### src/rtl/ce_guard.sv
module ce_guard #(
  parameter int GRACE_CYC = 4500
) (
  input  logic clk,
  input  logic rst_n,
  input  logic sup_rst,
  input  logic ce_in_n,
  output logic ce_out_n,
  output logic gate_en
);
  localparam int CW = (GRACE_CYC < 2) ? 1 : $clog2(GRACE_CYC);
  localparam logic [CW-1:0] LOAD = CW'(GRACE_CYC - 1);

  typedef enum logic [1:0] {PASS, GRACE, BLOCKED} st_t;
  st_t st;
  logic [CW-1:0] cnt;

  assign gate_en  = !sup_rst || (st != BLOCKED && !ce_in_n);
  assign ce_out_n = ce_in_n || !gate_en;

  always_ff @(posedge clk or negedge rst_n) begin
    if (!rst_n) begin
      st  <= BLOCKED;
      cnt <= '0;
    end else begin
      case (st)
        PASS:
          if (sup_rst) begin
            st  <= ce_in_n ? BLOCKED : GRACE;
            cnt <= LOAD;
          end
        GRACE:
          if (!sup_rst)                    st <= PASS;
          else if (ce_in_n || cnt == '0)   st <= BLOCKED;
          else                             cnt <= cnt - 1'b1;
        default:
          if (!sup_rst) st <= PASS;
      endcase
    end
  end
endmodule


### config.mk
export PLATFORM = sky130hd
export DESIGN_NAME = ce_guard
export DESIGN_NICKNAME = d
export VERILOG_FILES = /design/src/rtl/ce_guard.sv
export SDC_FILE = /design/constraint.sdc
export NUM_CORES = 1
export LEC_CHECK = 0
export ABC_AREA = 0
export BUFFER_PORTS_ARGS = -buffer_cell sky130_fd_sc_hd__buf_2
export CAP_MARGIN = 20
export CORE_MARGIN = 2
export CORE_UTILIZATION = 35
export CTS_BUF_LIST = sky130_fd_sc_hd__clkbuf_2
export DETAILED_ROUTE_END_ITERATION = 8
export PLACE_DENSITY_LB_ADDON = 0.3
export SETUP_SLACK_MARGIN = 0.05
export SLEW_MARGIN = 20
export SYNTH_ARGS = -nofsm -noshare
export SYNTH_HDL_FRONTEND = slang
export SYNTH_SLANG_ARGS = --single-unit
### constraint.sdc
create_clock -name clk -period 5.1 [get_ports clk]
set_input_delay 0.765 -clock clk [delete_from_list [all_inputs] [get_ports clk]]
set_output_delay 0.765 -clock clk [all_outputs]
set_load 0.01 [all_outputs]
After elaboration in Yosys (flattened, before gate mapping)
Cells that the tools add are included.
{"block": "classes", "n_div": 0, "n_lt_le_gt_ge": 0, "bitwise_logic": 0, "add_sub_neg": 1, "reduce_logical": 12, "eq_ne": 7, "shift": 0, "multipliers": 0, "n_mux": 10}
{"cell": "$mux W13", "count": 3}
{"cell": "$pmux W13 S2", "count": 1}
{"cell": "$logic_not A13 Y1", "count": 1}
{"cell": "$sub A13 B1 Y13 const B", "count": 1}
{"cell": "$mux W2", "count": 5}
{"cell": "$ne A2 B2 Y1 const B", "count": 4}
{"cell": "$pmux W2 S2", "count": 1}
{"cell": "$reduce_and A4 Y1", "count": 1}
{"cell": "$logic_not A1 Y1", "count": 3}
{"cell": "$logic_or A1 B1 Y1", "count": 3}
{"cell": "$ne A3 B1 Y1 const B", "count": 1}
{"cell": "$ne A3 B3 Y1 const B", "count": 1}
{"cell": "$reduce_and A3 Y1", "count": 1}
{"cell": "$eq A2 B1 Y1 const B", "count": 1}
{"cell": "$logic_not A2 Y1", "count": 1}
{"cell": "$reduce_bool A2 Y1", "count": 1}
{"cell": "$logic_and A1 B1 Y1", "count": 1}
{"block": "totals", "ramBits": 0, "output_inout_bits": 2, "memories": 0, "ff_bits": 15, "wordCells": 32, "rom_bits": 0, "inputBits": 4, "latch_bits": 0}

Logic depth before layout (Yosys ltp)
Gate-level depths: netlist of run 1.
{"block": "depth", "word_depth": 5, "mapped_depth": 7, "depth_no_buf": 6}

Worst setup path after synthesis of run 1
Ideal clock, no wire load.
{"block": "synth_timing", "path_kind": "register to register", "startpoint": "reg cnt[0]", "endpoint": "reg cnt[7]", "n_path_buf": 1, "setup_time_ns": 0.126, "required_ns": 4.974, "synth_period_minus_slack_ns": 1.897, "stages_incl_launch_ff": 8, "t_arrival_ns": 1.772, "path_slack_ns": 3.203, "cell_sequence": "dfrtp_1 -> inv_1 -> ha_1 -> or4b_4 -> buf_6 -> or3b_1 -> a31oi_1 -> o21ai_1"}
{"block": "synth_via", "elab_chain_len": 4, "word_cells_on_any_way": 8, "classes_between": "add/sub (1); eq/ne (1); mux (3); reduce/logical (3)"}
{"item": "start, declared", "line": "16", "rtl": "logic [CW-1:0] cnt;"}
{"item": "start signal, assigned", "line": "35", "rtl": "else cnt <= cnt - 1'b1;"}
{"item": "$sub A13 B1 Y13 / $logic_not A13 Y1 (equally long branches)", "line": "35, 34"}
{"item": "$mux W13 / $logic_or A1 B1 Y1 (equally long branches)", "line": "34", "rtl": "else if (ce_in_n || cnt == '0) st <= BLOCKED;"}
{"item": "$mux W13 / $ne A2 B2 Y1 (equally long branches)"}
{"item": "$pmux W13 S2 / $reduce_and A4 Y1 (equally long branches)"}
Parallel ways exist; a longest one is shown, timed or not. The select of a mux whose other input is x is not followed.
A chain may end at the register's enable or synchronous reset.

Worst setup path in the final report of run 1
{"block": "layout_timing", "startpoint": "in ce_in_n", "endpoint": "out gate_en"}
{"block": "layout_via", "elab_chain_len": 3}
{"item": "start, declared", "line": "7", "rtl": "input logic ce_in_n,"}
{"item": "$logic_not A1 Y1", "line": "18", "rtl": "assign gate_en = !sup_rst || (st != BLOCKED && !ce_in_n);"}
{"item": "$logic_and A1 B1 Y1", "line": "18"}
{"item": "$logic_or A1 B1 Y1", "line": "18"}
{"item": "end, declared", "line": "9", "rtl": "output logic gate_en"}
Every way passes these cells.

==> results of run 1 <==
==> worst min-delay path by stage <==
stage                                  start                  to  slack (ps)
after detailed placement  cnt[0]$_DFFE_PN0P_  cnt[0]$_DFFE_PN0P_         530
after global routing                   rst_n  cnt[2]$_DFFE_PN0P_         350
after floorplan                        rst_n  cnt[0]$_DFFE_PN0P_         470
after global placement    cnt[0]$_DFFE_PN0P_  cnt[0]$_DFFE_PN0P_         520
after CTS                              rst_n  cnt[8]$_DFFE_PN0P_         350
final                                  rst_n  cnt[2]$_DFFE_PN0P_         350
==> metal layers <==
metal,track usage (%),wire length [um],up-vias
met3,4.92,65,5
met2,22.6,894,9
met5,0,0,-
met1,18.3,961,374
met4,3.14,12,0
li1,-,-,370
==> placed cells by master (no fill, tap or decap), types with 3 or more instances in the layout <==
cell      Yosys  routed
or4_1         4       4
dfrtp_1      14      14
a21oi_1       7       7
a31oi_1       3       3
or3_1         4       4
inv_1         4       4
and3_1        3       3
buf_2         0       5
o31ai_1       3       3
nor2_1        5       5
nor3_1        4       4
clkbuf_2      0       4
nand2_1       7       7
nand3_1       3       3
==> stage by stage <==
stage	hold WS (ps)	worst slack [ps]	util [%]	instances	instance area, um^2
floorplan	469	3200	-	94	918
global placement	518	3000	38.5	126	955
detailed placement	526	2970	38.5	126	955
CTS	354	3030	39.3	130	975
global route	350	2950	39.3	130	975
finish	347	3040	39.3	130	975
==> report_power, final <==
part           switching (mW)  internal, mW
logic                  0.0122       0.00647
registers             0.00287         0.121
clock network          0.0413        0.0208
total                  0.0563         0.149
==> layout make-up <==
| type | count | area share (%) |
|---|---|---|
| clock buffers | 4 | 2.05 |
| inverters | 4 | 1.54 |
| multi-input cells | 72 | 51.3 |
| flip-flops and latches | 15 | 38.6 |
| well taps | 30 | 3.85 |
| repair buffers | 5 | 2.57 |
==> sequential cells by signal (all words and copies together), names as in the netlist <==
name,cells
cnt,13
st,2
==> worst register-to-register path, cell delays in order, from the launching register on <==
cell	delay, ps
dfrtp_1	440
inv_1	100
ha_1	140
or4b_4	510
or3b_1	390
a31oi_1	170
o21ai_1	80
==> kinds of logic (layout without fill, tap and decap cells) <==
kind of cell	count (synthesis)	in the layout	synth area share, %
compound gates	27	27	21.7
xor+xnor	1	1	0.954
fa+ha+maj	2	2	2.72
buf+inv	7	13	4.49
flops	15	15	41.0
mux	1	1	1.09
simple gates	41	41	28.1
==> summary by stage, run 1 <==
Outcome
The flow ran to the end, and the final reports show no timing, DRC or antenna violations.

Synth
The most used flip-flop cell after synthesis is dfrtp_1. The number of distinct library cells after synthesis is 39. Yosys printed 0 warnings.

By count the netlist is led by dfrtp_1 (14), a21oi_1 (7), nand2_1 (7). The synthesized net count is 100. The most common cell in the synthesized netlist is dfrtp_1.

In this run, synthesis produced a sequential element count of 15. Synthesis handed over a netlist of 94 instances. The summed instance area of the synthesized netlist is 918 um^2. The portion of the post-synthesis area used by sequential elements is 41.0%. Yosys attributes the largest share of cell area to dfrtp_1 (38%), a21oi_1 (3.8%), or4_1 (3.3%). The average instance in the mapped netlist occupies 9.77 um^2. The share of flip-flops with an asynchronous set or reset after synthesis is 100%. The number of enable flip-flop cells after synthesis is 0. The synthesized design devotes to its leading area cell type 38.1% of total area. The leading area contributor after synthesis is dfrtp_1.

Die
The number of top-level design ports is 6. The placeable core region is 2480 um^2. The die is 55.2 um wide. The initial core utilization is 37.1%. The total die area is 3050 um^2.

The die span in y is 55.2 um. The row count is 18.

STA
After layout, the minimum clock period comes to 2060 ps. Static timing analysis puts the maximum clock frequency at 0.484 GHz. The final critical-path share of the clock period is 40.5%.

The final number of max-transition violations came to 0. Setup repair after global routing left no endpoint under its margin. Setup violations remaining at the end of the flow were counted as 0. At the pin with the least slew margin, the transition time is 438 ps. Headroom to the max-slew limit came out at 70.4%.

Between clock sinks in the finished design, the worst skew comes to 3.94 ps. The sum of negative setup slack is 0 ps. The total count of hold-check failures in the final report was 0.

Global routing
Global routing used 14.1% of the available tracks across all layers. The global-route wire length before repair is 3.38 mm. The largest net degree at the start of global routing is 16. The via count of the first global-routing pass is 725. The number of antenna violations at the first check in global routing is 0.

Global routing finished with a remaining overflow of 0.

Critical path
In this run the critical register-to-register path is launched from cnt[1]$_DFFE_PN0P_. The total number of cells along the worst setup path is 4. The cell at the slowest stage of the critical path is a31o_2. The biggest cell delay along the critical path is 220 ps.

Together, buffers and inverters on the worst path number 2. The cell class contributing the biggest share of worst-path delay is buffers and inverters. The critical path is of the primary input to output pin type. The critical path arrival is 1300 ps.

The largest fanout of any net on the critical path is 5. Traced cell by cell, the critical path runs through buf_2 -> a31o_2 -> nand2_1 -> buf_2. The element type at the critical path end is an output pin. The last element of the critical path is gate_en. The setup slack on the worst flop-to-flop path is 3150 ps. The endpoint identified for the worst register-to-register timing path is cnt[7]$_DFFE_PN0P_.

The first element of the critical path is ce_in_n. STA classifies the critical path startpoint as a primary input. The number of cells on the worst reg-to-reg path is 6. In this design, the critical path's most frequently occurring cell is buf_2. At the worst endpoint, the required time is 4340 ps.

Routing
In the final routed layout, each cell accounts on average for 14.9 um. The DRC violation count after routing is 0. For this block, the routed nets add up to 1.93 mm of wire.

The number of iterations in the first detailed-routing pass is 4. Using the TritonRoute via totals, the vias-per-cell ratio works out to 5.83. The antenna violation net count after detailed routing is 0. The number of vias after detailed routing is 758. For this block, the initial DRC count from the detailed router was 19.

Power and ir drop
The worst-case IR drop observed on VDD is 160 uV. In this run the static leakage power is 0.386 nW. The total power divided by cell area is 210 nW/um^2. Total power for the finished layout comes to 205 uW.

Clock network
TritonCTS built the clock tree. The clock slew seen by the registers of the worst setup and hold paths is 160 ps. For the worst-skew pair, the clock arrives at the later sink with an insertion delay of 300 ps. CTS built an H-tree with a depth of 1. The root cell of the clock tree is clkbuf_2.

Once the clock tree was built, the resizer swapped 0 gates to a different size. The post-CTS setup repair buffer count is 0. The clock net in this run drives a total of 15 sinks.

The number of buffers added to fix hold violations after cts is 0. The longest clock path from root to sink contains 2 buffers. The number of buffers created by CTS is 3.

Hold path
The type of the tightest min-delay check is primary input to asynchronous set/reset pin.

Layout
The count of nets after finishing is 107. The ratio of cells with drive above 1 in the final layout is 16.0%. Summing all flip-flop and latch instances after layout gives 377 um^2. The area of combinational cells with multiple inputs is 500 um^2. The area added between synthesis and finish is 6.13%. The count of inserted antenna diode cells is 0. The number of fillers in the final layout is 274.

Placed design
Port buffering added 5 buffers. The global placement routability congestion is 0.782. Once detailed placement completed, the half-perimeter wirelength came to 1.44 mm.

Run
Max-cap violations in this run came to 0.
Note: power is estimated with default switching activity, not from simulation.
==> run 2, diff against run 1 <==
ABC_AREA = 1   (was 0)
clock period = 1.9 ns   (was 5.1 ns; I/O delays follow)
==> summary by stage, run 2 <==
Outcome
Status: finished, final reports clean (unchanged).

Synth
The share of the synthesized area in the top cell type came to 32.7% (was 38.1%). The number of flip-flops and latches in the synthesized netlist is 15 (unchanged). The most instantiated flip-flop cell in the synthesis netlist is dfrtp_1 (unchanged).

Top post-synthesis cells by count: nand2_1 (58), nand3_1 (24), nor2_1 (19) (was dfrtp_1 (14), a21oi_1 (7), nand2_1 (7)). Cells taking the most area after synthesis: dfrtp_1 (33%), nand2_1 (20%), nand3_1 (11%) (was dfrtp_1 (38%), a21oi_1 (3.8%), or4_1 (3.3%)). The number of distinct library cells after synthesis is 23 (was 39).

The number of cells produced by synthesis is 161 (was 94). The leading area contributor after synthesis was dfrtp_1 (unchanged). The average size of a mapped cell is 6.64 um^2 (was 9.77 um^2). The portion of the post-synthesis area used by sequential elements is 35.2% (was 41.0%). The total of warnings raised by yosys is 0 (unchanged).

The synthesized net count is 167 (was 100). The most numerous cell in the Yosys netlist was nand2_1 (was dfrtp_1). The number of enable flip-flop cells after synthesis is 0 (unchanged).

The share of flip-flops with an asynchronous set or reset after synthesis came to 100% (unchanged). The summed instance area of the synthesized netlist is 1070 um^2 (was 918 um^2).

STA
The final hold slack is 226 ps (was 347 ps). The number of setup violations in the final report is 0 (unchanged). Derived from the worst setup path, the maximum achievable clock frequency is 0.606 GHz. The total count of hold-check failures in the final report is 0 (unchanged). The final worst setup slack is 250 ps (was 3040 ps). Subtracting the final worst setup slack from the clock period gives 1650 ps. The sum of negative setup slack is 0 ps (unchanged). The worst-margin pin slew is 357 ps (was 438 ps). The setup skew after layout is 5.63 ps (was 3.94 ps). Dividing the final minimum period by the clock period gives 86.9%. RSZ-0062 raised after global routing: no (unchanged). The final number of max-transition violations came to 0 (unchanged). The remaining max-slew budget at the tightest pin came to 76.2% (was 70.4%).

Hold path
The type of the tightest min-delay check was primary input to flip-flop (was primary input to asynchronous set/reset pin). Along the worst hold path, the cell count comes to 3.

Clock network
The number of buffers between clock root and the deepest sink is 2 (unchanged). The number of buffers created by CTS is 3 (unchanged). The count of cells resized by post-cts repair is 0 (unchanged).

The clock insertion delay at the later pin of the skew report came to 290 ps (was 300 ps). The root cell of the clock tree is clkbuf_2 (unchanged). The number of levels the H-tree was split into is 1 (unchanged). The TritonCTS clock tree is done (unchanged). The total number of clock tree sinks is 15 (unchanged). The clock slew seen by the registers of the worst setup and hold paths was 140 ps (was 160 ps).

Power and ir drop
The leakage power total is 0.582 nW (was 0.386 nW). The total power divided by cell area came to 1240 nW/um^2 (was 210 nW/um^2). The peak supply drop is 425 uV (was 160 uV).

Layout
The count of inserted antenna diode cells was 0 (unchanged). The final core area utilization is 38.2% (was 39.3%). Commonest cells after routing, fill and taps aside: nand2_1 (58), nand3_1 (24), nor2_1 (19) (was dfrtp_1 (14), nand2_1 (7), a21oi_1 (7)). The count of nets after finishing is 175 (was 107). The flip-flop count of the largest register, all copies and words added is 13 (unchanged). The area added between synthesis and finish came to 6.43% (was 6.13%). The leading cell type in the layout, fill and taps excluded is nand2_1 (was dfrtp_1). The register with the most flip-flops is cnt (unchanged). The total non-filler cell area in the finished layout is 1140 um^2 (was 975 um^2). Registers with the highest flip-flop counts: cnt x13, st x2 (unchanged). The ratio of cells with drive above 1 in the final layout is 13.7% (was 16.0%).

Die
The width of the chip is 59.3 um (was 55.2 um). The placeable core region is 2980 um^2 (was 2480 um^2). The total die area is 3510 um^2 (was 3050 um^2). The row count is 20 (was 18). The die span in y is 59.3 um (was 55.2 um).

The initial core utilization came to 35.9% (was 37.1%). The number of top-level design ports is 6 (unchanged).

Critical path
The last element of the critical path was gate_en (unchanged). The setup slack on the worst flop-to-flop path is 370 ps (was 3150 ps). The kind of launch point of the worst setup path is a flip-flop (was primary input). The beginning of the worst register-to-register path is cnt[0]$_DFFE_PN0P_ (was cnt[1]$_DFFE_PN0P_). The class of the most critical setup path was flip-flop to output pin (was primary input to output pin). The required time of the critical path is 1620 ps (was 4340 ps). The length in cells of the worst reg-to-reg path is 9 (was 6). The largest fanout of any net on the critical path is 3 (was 5). The critical path arrival is 1370 ps (was 1300 ps).

The destination of the worst register-to-register timing path is cnt[9]$_DFFE_PN0P_ (was cnt[7]$_DFFE_PN0P_). The first element of the critical path is st[1]$_DFFE_PN1P_ (was ce_in_n). The element type at the critical path end is an output pin (unchanged).

Global routing
The via count of the first global-routing pass came to 928 (was 725). The global-route wire length before repair was 3.85 mm (was 3.38 mm). The sum of overflow across all layers after global routing is 0 (unchanged). The number of antenna violations at the first check in global routing came to 0 (unchanged).

The largest net degree at the start of global routing was 16 (unchanged). The total track usage is 14.3% (was 14.1%).

Routing
The antenna violation net count after detailed routing is 0 (unchanged). The per-cell routed wire length is 11.1 um (was 14.9 um). The initial DRC count came to 22 (was 19). The DRC violation count after routing is 0 (unchanged). The number of vias after detailed routing is 984 (was 758). The number of iterations in the first detailed-routing pass came to 4 (unchanged). The mean number of vias per cell is 4.90 (was 5.83). The sum of routed wire length over all layers is 2.24 mm (was 1.93 mm).

Placed design
The HPWL after detailed placement is 1.61 mm (was 1.44 mm). The global placement routability congestion is 0.799 (was 0.782). The count of port buffers added during placement is 5 (unchanged).

The area after detailed placement is 1110 um^2 (was 955 um^2). The pre-CTS worst setup slack is 385 ps (was 2970 ps).

Run
The max capacitance violation total is 0 (unchanged).
run 2: cell types whose count changed in the layout (fill, tap and decap cells not counted), moves of 5 or more:
cell / delta
nand2_1: +51
inv_1: +11
a21oi_1: -5
nand3_1: +21
nor2_1: +14
run 2: what timing repair did:
item,4_1_cts,5_1_grt
setup buffers,0,0
hold buffers,1,0
endpoints found under the hold margin,14,0
run 2: cell type report:
class                   instances  area [um^2]
multi-input cells             126          602
inverters                      17         63.8
clock buffers                   4         20.0
well taps                      33         41.3
fillers                       320         1840
flip-flops and latches         15          377
repair buffers                  6         35.0
run 2: worst min path at each step:
stage                     startpoint                  to  slack (ps)
final                        sup_rst   st[1]$_DFFE_PN1P_         230
after global routing         sup_rst   st[1]$_DFFE_PN1P_         240
after CTS                    sup_rst   st[1]$_DFFE_PN1P_         220
after detailed placement       rst_n  cnt[6]$_DFFE_PN0P_         220
after global placement         rst_n  cnt[5]$_DFFE_PN0P_         210
after floorplan                rst_n  cnt[0]$_DFFE_PN0P_         -10
run 2: where the power goes:
| group | leakage, nW | switching, mW | total (mW) | internal [mW] |
|---|---|---|---|---|
| Clock | 0.0166 | 0.105 | 0.161 | 0.0558 |
| Combinational | 0.378 | 0.469 | 0.707 | 0.239 |
| Sequential | 0.188 | 0.120 | 0.545 | 0.424 |
| Total | 0.582 | 0.694 | 1.41 | 0.719 |
run 2: kinds of logic after synthesis:
group / Yosys count / synth area share, %
XOR/XNOR: 2 / 1.64
flip-flops: 15 / 35.2
AO/OA/AOI/OAI: 8 / 3.98
AND/OR/NAND/NOR: 114 / 48.3
buffers and inverters: 20 / 8.54
adder cells (fa/ha/maj): 2 / 2.34
run 2: per-stage QoR:
stage                     power [mW]  std cells
after CTS                       1.43        201
after global placement          1.24        196
final                           1.41        201
after floorplan                 1.13        161
after global routing            1.57        201
after detailed placement        1.26        196
run 2: layer usage:
layer / routed length, um / GRT usage, % / vias up
met5: 0 / 0 / -
li1: - / - / 517
met2: 1100 / 23.7 / 11
met4: 34 / 5.84 / 0
met3: 54 / 1.97 / 5
met1: 1060 / 18.6 / 451
run 2: worst max-delay path, stage by stage (launching register included):
cell	delay (ps)
dfstp_2	610
nand2_1	80
o21ai_0	190
nand2_1	70
buf_2	140
==> run 3, diff against run 2 <==
CELL_PAD_IN_SITES_DETAIL_PLACEMENT = 0   (was not set)
CELL_PAD_IN_SITES_GLOBAL_PLACEMENT = 1   (was not set)
CORE_MARGIN = not set   (was 2)
MAX_ROUTING_LAYER = met4   (was not set)
==> summary by stage, run 3 (synthesis gave the netlist of run 2 again) <==
Critical path
The element type at the critical path end is an output pin (unchanged). The length in cells of the worst reg-to-reg path is 9 (unchanged). The first element of the critical path is st[1]$_DFFE_PN1P_ (unchanged). The required time of the critical path came to 1620 ps (about the same).

The critical path arrival is 1390 ps (was 1370 ps). The largest fanout of any net on the critical path was 3 (unchanged). The class of the most critical setup path is flip-flop to output pin (unchanged).

The kind of launch point of the worst setup path is a flip-flop (unchanged). The beginning of the worst register-to-register path is cnt[0]$_DFFE_PN0P_ (unchanged).

Clock network
The clock slew seen by the registers of the worst setup and hold paths was 150 ps (was 140 ps). The number of buffers added to fix hold violations after cts was 1 (unchanged). The total number of clock tree sinks came to 15 (unchanged). The root cell of the clock tree is clkbuf_2 (unchanged). The post-CTS setup repair buffer count is 0 (unchanged).

The clock insertion delay at the later pin of the skew report is 300 ps (was 290 ps). The number of buffers created by CTS is 3 (unchanged). The TritonCTS clock tree is done (unchanged). The number of levels the H-tree was split into was 1 (unchanged). The count of cells resized by post-cts repair is 0 (unchanged).

The number of buffers between clock root and the deepest sink came to 2 (unchanged).

STA
The shortest period the worst path allows is 1680 ps (was 1650 ps). The total count of hold-check failures in the final report is 0 (unchanged). The sum of negative setup slack is 0 ps (unchanged). The final number of max-transition violations is 0 (unchanged).

The setup skew after layout came to 3.18 ps (was 5.63 ps). RSZ-0062 raised after global routing: no (unchanged). The final hold slack is 209 ps (was 226 ps). The final critical-path share of the clock period is 88.3% (was 86.9%). The highest achievable clock rate is 0.596 GHz (was 0.606 GHz). The worst-margin pin slew was 354 ps (was 357 ps). The number of setup violations in the final report was 0 (unchanged). The remaining max-slew budget at the tightest pin is 76.4% (was 76.2%). The final worst setup slack came to 223 ps (was 250 ps).

Die
The initial core utilization is 37.8% (was 35.9%). The row count is 19 (was 20). The total die area is 3280 um^2 (was 3510 um^2).

The number of top-level design ports is 6 (unchanged). The placeable core region is 2830 um^2 (was 2980 um^2). The width of the chip was 57.3 um (was 59.3 um).

The die span in y was 57.3 um (was 59.3 um).

Routing
The antenna violation net count after detailed routing was 0 (unchanged). The mean number of vias per cell is 4.97 (was 4.90). The number of iterations in the first detailed-routing pass came to 4 (unchanged). The sum of routed wire length over all layers is 2.21 mm (was 2.24 mm). The number of vias after detailed routing was 989 (was 984). The per-cell routed wire length is 11.1 um (about the same). The initial DRC count is 41 (was 22). The DRC violation count after routing is 0 (unchanged).

Layout
The area added between synthesis and finish was 6.20% (was 6.43%). The number of fillers in the final layout is 306 (was 320). The final instance count without filler cells is 199 (was 201). The total non-filler cell area in the finished layout is 1140 um^2 (about the same). The ratio of cells with drive above 1 in the final layout is 13.7% (unchanged).

The register with the most flip-flops is cnt (unchanged). Commonest cells after routing, fill and taps aside: nand2_1 (58), nand3_1 (24), nor2_1 (19) (unchanged). Registers with the highest flip-flop counts: cnt x13, st x2 (unchanged). The count of inserted antenna diode cells is 0 (unchanged). The final core area utilization was 40.2% (was 38.2%). The flip-flop count of the largest register, all copies and words added is 13 (unchanged). The leading cell type in the layout, fill and taps excluded is nand2_1 (unchanged). The count of nets after finishing was 175 (unchanged).

Hold path
The type of the tightest min-delay check is primary input to flip-flop (unchanged). The cell count of the worst hold path is 3 (unchanged). The startpoint of the worst hold path is sup_rst (unchanged).

Power and ir drop
The final total power is 1.42 mW (was 1.41 mW). The peak supply drop came to 513 uV (was 425 uV). The leakage power total is 0.582 nW (unchanged). The total power divided by cell area is 1250 nW/um^2 (was 1240 nW/um^2).

Placed design
The count of port buffers added during placement is 5 (unchanged). The number of placed instances, taps included is 194 (was 196). The HPWL after detailed placement is 1.67 mm (was 1.61 mm). The pre-CTS worst setup slack was 405 ps (was 385 ps). The global placement routability congestion is 0.844 (was 0.799). The area after detailed placement is 1110 um^2 (about the same).

Global routing
The largest net degree at the start of global routing is 16 (unchanged). The via count of the first global-routing pass is 908 (was 928). The number of antenna violations at the first check in global routing came to 0 (unchanged). The global-route wire length before repair is 3.90 mm (was 3.85 mm). The total track usage came to 16.0% (was 14.3%). The sum of overflow across all layers after global routing came to 0 (unchanged).

Run
The max capacitance violation total was 0 (unchanged).

Outcome
Status: finished, final reports clean (unchanged).
[run 3: cell counts in the layout (fill, tap and decap cells not counted)]
No cell type changed its count.
[run 3: worst paths after layout]
path	end	slack, ps
min	st[1]$_DFFE_PN1P_	210
min in group asynchronous	cnt[11]$_DFFE_PN0P_	400
max reg2reg	cnt[6]$_DFFE_PN0P_	410
min reg2reg	st[1]$_DFFE_PN1P_	540
max	gate_en	220
max in group asynchronous	st[1]$_DFFE_PN1P_	1200
[run 3: cell type report]
class,instances,area (um^2),share of cell area (%)
repair buffers,6,35.0,3.08
multi-input cells,126,602,53.0
flip-flops and latches,15,377,33.1
clock buffers,4,20.0,1.76
inverters,17,63.8,5.62
well taps,31,38.8,3.41
[run 3: worst max-delay path, stage by stage (launching register included)]
cell	delay, ps
dfstp_2	600
nand2_1	80
o21ai_0	200
nand2_1	70
buf_2	140
[run 3: report_power, final]
| group | switching (mW) | internal (mW) | leakage, nW |
|---|---|---|---|
| sequential | 0.120 | 0.424 | 0.188 |
| clock | 0.111 | 0.0558 | 0.0166 |
| combinational | 0.468 | 0.239 | 0.378 |
| total | 0.699 | 0.718 | 0.582 |
[run 3: per-layer routing]
metal  up-vias  wire (um)  track usage, %
met4         0         41            6.27
met2        11       1040            26.6
met5         -          0               -
li1        518          -               -
met1       455       1090            19.4
met3         5         41            2.72
